`config.mk`:
```
export PLATFORM = sky130hd
export DESIGN_NAME = duty_shift_calc
export DESIGN_NICKNAME = d
export VERILOG_FILES = /design/src/rtl/duty_calc_pkg.sv /design/src/rtl/duty_term_gate.sv /design/src/rtl/duty_sum.sv /design/src/rtl/duty_sel_reg.sv /design/src/rtl/duty_shift_calc.sv
export SDC_FILE = /design/constraint.sdc
export NUM_CORES = 1
export LEC_CHECK = 0
export CORE_UTILIZATION = 35
export CTS_CLUSTER_SIZE = 30
export DETAILED_ROUTE_END_ITERATION = 10
export SYNTH_ARGS = -nofsm -noshare
export SYNTH_HDL_FRONTEND = slang
export SYNTH_SLANG_ARGS = --single-unit
```
`constraint.sdc`:
```
create_clock -name clk -period 8.7 [get_ports clk]
set_input_delay 0.87 -clock clk [delete_from_list [all_inputs] [get_ports clk]]
set_output_delay 0.87 -clock clk [all_outputs]
set_load 0.01 [all_outputs]
```
`src/rtl/duty_calc_pkg.sv`:
```
package duty_calc_pkg;

    localparam int COARSE_W  = 4;
    localparam int FINE_W    = 2;
    localparam int PERIOD_W  = COARSE_W + FINE_W;
    localparam int NTERMS    = 4;
    localparam int FRAC_KEEP = 2;
    localparam int TERM_W    = PERIOD_W + FRAC_KEEP;
    localparam int PAIR_W    = TERM_W + 1;
    localparam int SUM_W     = TERM_W + 2;
    localparam int WHOLE_W   = SUM_W - FRAC_KEEP;

    typedef logic [PERIOD_W-1:0] period_t;
    typedef logic [TERM_W-1:0]   term_t;

    typedef struct packed {
        logic [COARSE_W-1:0] coarse;
        logic [FINE_W-1:0]   fine;
    } delay_sel_t;

    // Period in quarter-cell units, divided by 2**shift, two fraction bits kept.
    function automatic term_t scaled_term(period_t p, int unsigned shift);
        term_t v;
        v = {p, {FRAC_KEEP{1'b0}}};
        return v >> shift;
    endfunction

endpackage

```
`src/rtl/duty_term_gate.sv`:
```
module duty_term_gate
    import duty_calc_pkg::*;
(
    input  period_t                 period,
    input  logic [NTERMS-1:0]       code,
    output term_t [NTERMS-1:0]      terms
);
    // Term g uses code bit NTERMS-1-g and a right shift of g+1.
    for (genvar g = 0; g < NTERMS; g++) begin : g_term
        assign terms[g] = code[NTERMS-1-g] ? scaled_term(period, g + 1) : '0;
    end
endmodule

```
`src/rtl/duty_sum.sv`:
```
module duty_sum
    import duty_calc_pkg::*;
(
    input  term_t [NTERMS-1:0]  terms,
    output logic [SUM_W-1:0]    sum
);
    logic [PAIR_W-1:0] pair_big;
    logic [PAIR_W-1:0] pair_small;

    always_comb begin
        pair_big   = PAIR_W'(terms[0]) + PAIR_W'(terms[1]);
        pair_small = PAIR_W'(terms[2]) + PAIR_W'(terms[3]);
        sum        = SUM_W'(pair_big) + SUM_W'(pair_small);
    end
endmodule

```
`src/rtl/duty_sel_reg.sv`:
```
module duty_sel_reg
    import duty_calc_pkg::*;
(
    input  logic              clk,
    input  logic              rst,
    input  logic              load,
    input  logic [SUM_W-1:0]  sum,
    output delay_sel_t        sel
);
    logic [WHOLE_W-1:0]  whole;
    delay_sel_t          next_sel;
    logic [FRAC_KEEP-1:0] frac_unused;
    logic [WHOLE_W-PERIOD_W-1:0] top_unused;

    always_comb begin
        whole       = sum[SUM_W-1:FRAC_KEEP];
        frac_unused = sum[FRAC_KEEP-1:0];
        top_unused  = whole[WHOLE_W-1:PERIOD_W];
        next_sel    = whole[PERIOD_W-1:0];
    end

    always_ff @(posedge clk) begin
        if (rst) begin
            sel <= '0;
        end else if (load) begin
            sel <= next_sel;
        end
    end
endmodule

```
`src/rtl/duty_shift_calc.sv`:
```
module duty_shift_calc
    import duty_calc_pkg::*;
(
    input  logic                 clk,
    input  logic                 rst,
    input  logic                 meas_valid,
    input  logic [COARSE_W-1:0]  meas_coarse,
    input  logic [FINE_W-1:0]    meas_fine,
    input  logic [NTERMS-1:0]    duty_code,
    output logic [COARSE_W-1:0]  fall_coarse,
    output logic [FINE_W-1:0]    fall_fine
);
    period_t            period;
    term_t [NTERMS-1:0] terms;
    logic [SUM_W-1:0]   sum;
    delay_sel_t         sel;

    assign period = {meas_coarse, meas_fine};

    duty_term_gate u_gate (
        .period (period),
        .code   (duty_code),
        .terms  (terms)
    );

    duty_sum u_sum (
        .terms (terms),
        .sum   (sum)
    );

    duty_sel_reg u_reg (
        .clk  (clk),
        .rst  (rst),
        .load (meas_valid),
        .sum  (sum),
        .sel  (sel)
    );

    assign fall_coarse = sel.coarse;
    assign fall_fine   = sel.fine;
endmodule

```
==> flow_metrics.env <==
export IMPL_dp_hpwl_mm=1.40
export IMPL_hold_path_class="reg -> reg"
export IMPL_p_int_mw=0.0797
export IMPL_gp_congestion=0.780
export IMPL_peakVddDrop_mv=0.0681
export IMPL_hold_ws_ns=0.483
export IMPL_rows=17
export IMPL_synth_main_ff_cell="dfxtp_1"
export IMPL_slew_headroom=0.715
export IMPL_antenna_cells=0
export IMPL_fin_area_um2=1050
export IMPL_dp_cells=144
export IMPL_muxShareOfSynthArea=0.0122
export IMPL_clock_fmax_ghz=0.253
export IMPL_cts_path_max_buffers=2
export IMPL_regMostFlops="u_reg.sel"
export IMPL_reg2reg_depth=3
export IMPL_fin_skew_ns=0
export IMPL_syn_avg_cell_area_um2=8.20
export IMPL_drtPass1Iterations=4
export IMPL_synth_commonest_cells="inv_1 (15), nand2_1 (14), ha_1 (9)"
export IMPL_placed_cell_area_um2=1030
export IMPL_largest_reg_flops=6
export IMPL_synth_compound_area_frac=0.186
export IMPL_whs_path_depth=2
export IMPL_cp_data_required_time_ns=8.81
export IMPL_core_area_um2=2210
export IMPL_p_comb_frac=0.525
export IMPL_worstMarginPinSlew_ns=0.426
export IMPL_timing_final_crit_share=0.454
export IMPL_p_seq_frac=0.269
export IMPL_fill_cells=226
export IMPL_power_density_nw_per_um2=119
export IMPL_top_regs="u_reg.sel x6"
export IMPL_synth_top_area_frac=0.171
export IMPL_yosys_area_share_simple=0.226
export IMPL_clock_root_buffer="clkbuf_4"
export IMPL_synthXorXnorAreaFrac=0.0427
export IMPL_drt_initial_drc_count=12
export IMPL_yosysWarnings=0
export IMPL_cts_tree="built"
export IMPL_cts_buffers=3
export IMPL_cts_htree_levels=1
export IMPL_final_hold_viol_count=0
export IMPL_ant_nets=0
export IMPL_first_global_vias=706
export IMPL_ys_seq_elements=6
export IMPL_antenna_found_initial=0
export IMPL_drive_gt1_frac=0.0420
export IMPL_gr_total_overflow=0
export IMPL_setup_ws_ns=4.75
export IMPL_port_buffers=18
export IMPL_async_reset_ff_frac=0
export IMPL_synth_fp_nets=129
export IMPL_synthAdderAreaFrac=0.308
export IMPL_cts_resized_gates=0
export IMPL_cts_hold_buf=0
export IMPL_path_class="in -> reg"
export IMPL_rsz0062_at_grt="no"
export IMPL_clkLatencyLatePin_ns=0.24
export IMPL_synth_seq_area_share=0.147
export IMPL_finalSetupViolCount=0
export IMPL_cap_violations=0
export IMPL_status="complete, no violations"
export IMPL_clock_power_share=0.207
export IMPL_synth_edf_count=0
export IMPL_final_core_util=0.475
export IMPL_yosysMostFrequentCell="inv_1"
export IMPL_p_switching_mw=0.0448
export IMPL_seq_area_um2=120
export IMPL_tns_ns=0
export IMPL_arrival_ns=4.06
export IMPL_postCtsSetupBuffers=0
export IMPL_viasPerCell=5.03
export IMPL_power_mw=0.124
export IMPL_cts_sinks=6
export IMPL_grtUsageTotal=0.149
export IMPL_boundaryPins=19
export IMPL_p_sw_frac=0.360
export IMPL_synthCells=100
export IMPL_die_h_um=50.4
export IMPL_multi_input_comb_area_um2=636
export IMPL_wl_per_cell_um=11.2
export IMPL_path_clk_slew_ns=0.04
export IMPL_synth_top_family_by_area="adder cells"
export IMPL_synthTopCellsByArea="fa_1 (17%), dfxtp_1 (15%), ha_1 (14%)"
export IMPL_vias=739
export IMPL_die_x_um=50.4
export IMPL_drt_total_wl_mm=1.64
export IMPL_power_leakage_nw=0.506
export IMPL_fin_crit_ns=3.95
export IMPL_drc=0
export IMPL_start_kind="primary input"
export IMPL_worstPathMaxFanout=4
export IMPL_synth_top_area_cell="fa_1"
export IMPL_synth_distinct_cells=30
export IMPL_grt_pass1_wl_mm=2.95
export IMPL_end_kind="register"
export IMPL_grt_max_degree=14
export IMPL_syn_area_um2=820
export IMPL_timing_final_max_slew_violations=0
export IMPL_start_util=0.370
export IMPL_area_growth_pct=28.1
export IMPL_final_nets=150
export IMPL_stdcell_count=147
export IMPL_dieArea_um2=2540
export IMPL_place_ws_ns=4.48
[cell usage in the layout (no fill, tap or decap)]
master / count
and4_1: 1
nand2_1: 14
o211ai_1: 1
o22ai_1: 1
nor2_1: 4
o21ai_0: 2
or4b_1: 1
nand4b_1: 1
ha_1: 9
o32a_1: 1
fa_1: 7
and2_1: 7
a21oi_1: 4
a21o_1: 4
a32oi_1: 1
dfxtp_1: 6
inv_1: 15
nor2b_1: 2
a211oi_1: 4
and4b_4: 1
o311ai_1: 1
o21bai_1: 2
xnor2_1: 2
or3b_2: 1
nand3_1: 1
clkdlybuf4s50_1: 18
a31oi_1: 1
mux2i_1: 1
clkbuf_4: 3
xor2_1: 2
nand2b_1: 1
[worst paths after layout]
check / startpoint / to / slack [ns]
max: duty_code[0] / u_reg.sel[5]$_SDFFE_PP0P_ / 4.75
min: u_reg.sel[1]$_SDFFE_PP0P_ / u_reg.sel[1]$_SDFFE_PP0P_ / 0.48
max reg2reg: u_reg.sel[4]$_SDFFE_PP0P_ / u_reg.sel[4]$_SDFFE_PP0P_ / 7.82
min reg2reg: u_reg.sel[1]$_SDFFE_PP0P_ / u_reg.sel[1]$_SDFFE_PP0P_ / 0.48
[area by class of cell]
type / instances / area share
clock buffer: 3 / 0.0215
inverter: 15 / 0.0536
multi-input combinational: 77 / 0.605
sequential: 6 / 0.114
tap: 28 / 0.0334
timing repair buffer: 18 / 0.172
[cell families (layout without fill, tap and decap cells)]
| group | Yosys count | count (layout) |
|---|---|---|
| and+or+nand+nor | 34 | 34 |
| AOI/OAI and AO/OA | 22 | 22 |
| buffers and inverters | 17 | 36 |
| adders and majority gates | 16 | 16 |
| DFF | 6 | 6 |
| xor gates and xnor gates | 4 | 4 |
| muxes | 1 | 1 |
[per-layer routing]
metal,part of all wire,GRT usage
met5,0,0
met4,0,0.0139
met3,0.026,0.0364
met2,0.48,0.256
met1,0.50,0.194
[critical path, stage by stage]
cell and delay [ns]:
clkdlybuf4s50_1 0.52, and2_1 0.14, ha_1 0.17, inv_1 0.05
fa_1 0.46, fa_1 0.50, and4b_4 0.22, fa_1 0.42
a211oi_1 0.33, o21bai_1 0.13, a21oi_1 0.17, a211oi_1 0.09
[power groups by stage]
| stage | logic (mW) | registers, mW | clock network [mW] |
|---|---|---|---|
| after floorplan | 0.0404 | 0.0356 | 0 |
| after global placement | 0.0639 | 0.0338 | 0 |
| final | 0.0653 | 0.0334 | 0.0257 |
| after CTS | 0.0658 | 0.0335 | 0.0265 |
| after detailed placement | 0.0654 | 0.0339 | 0 |
| after global routing | 0.0747 | 0.0339 | 0.0287 |
(Power assumes the default switching activity.)
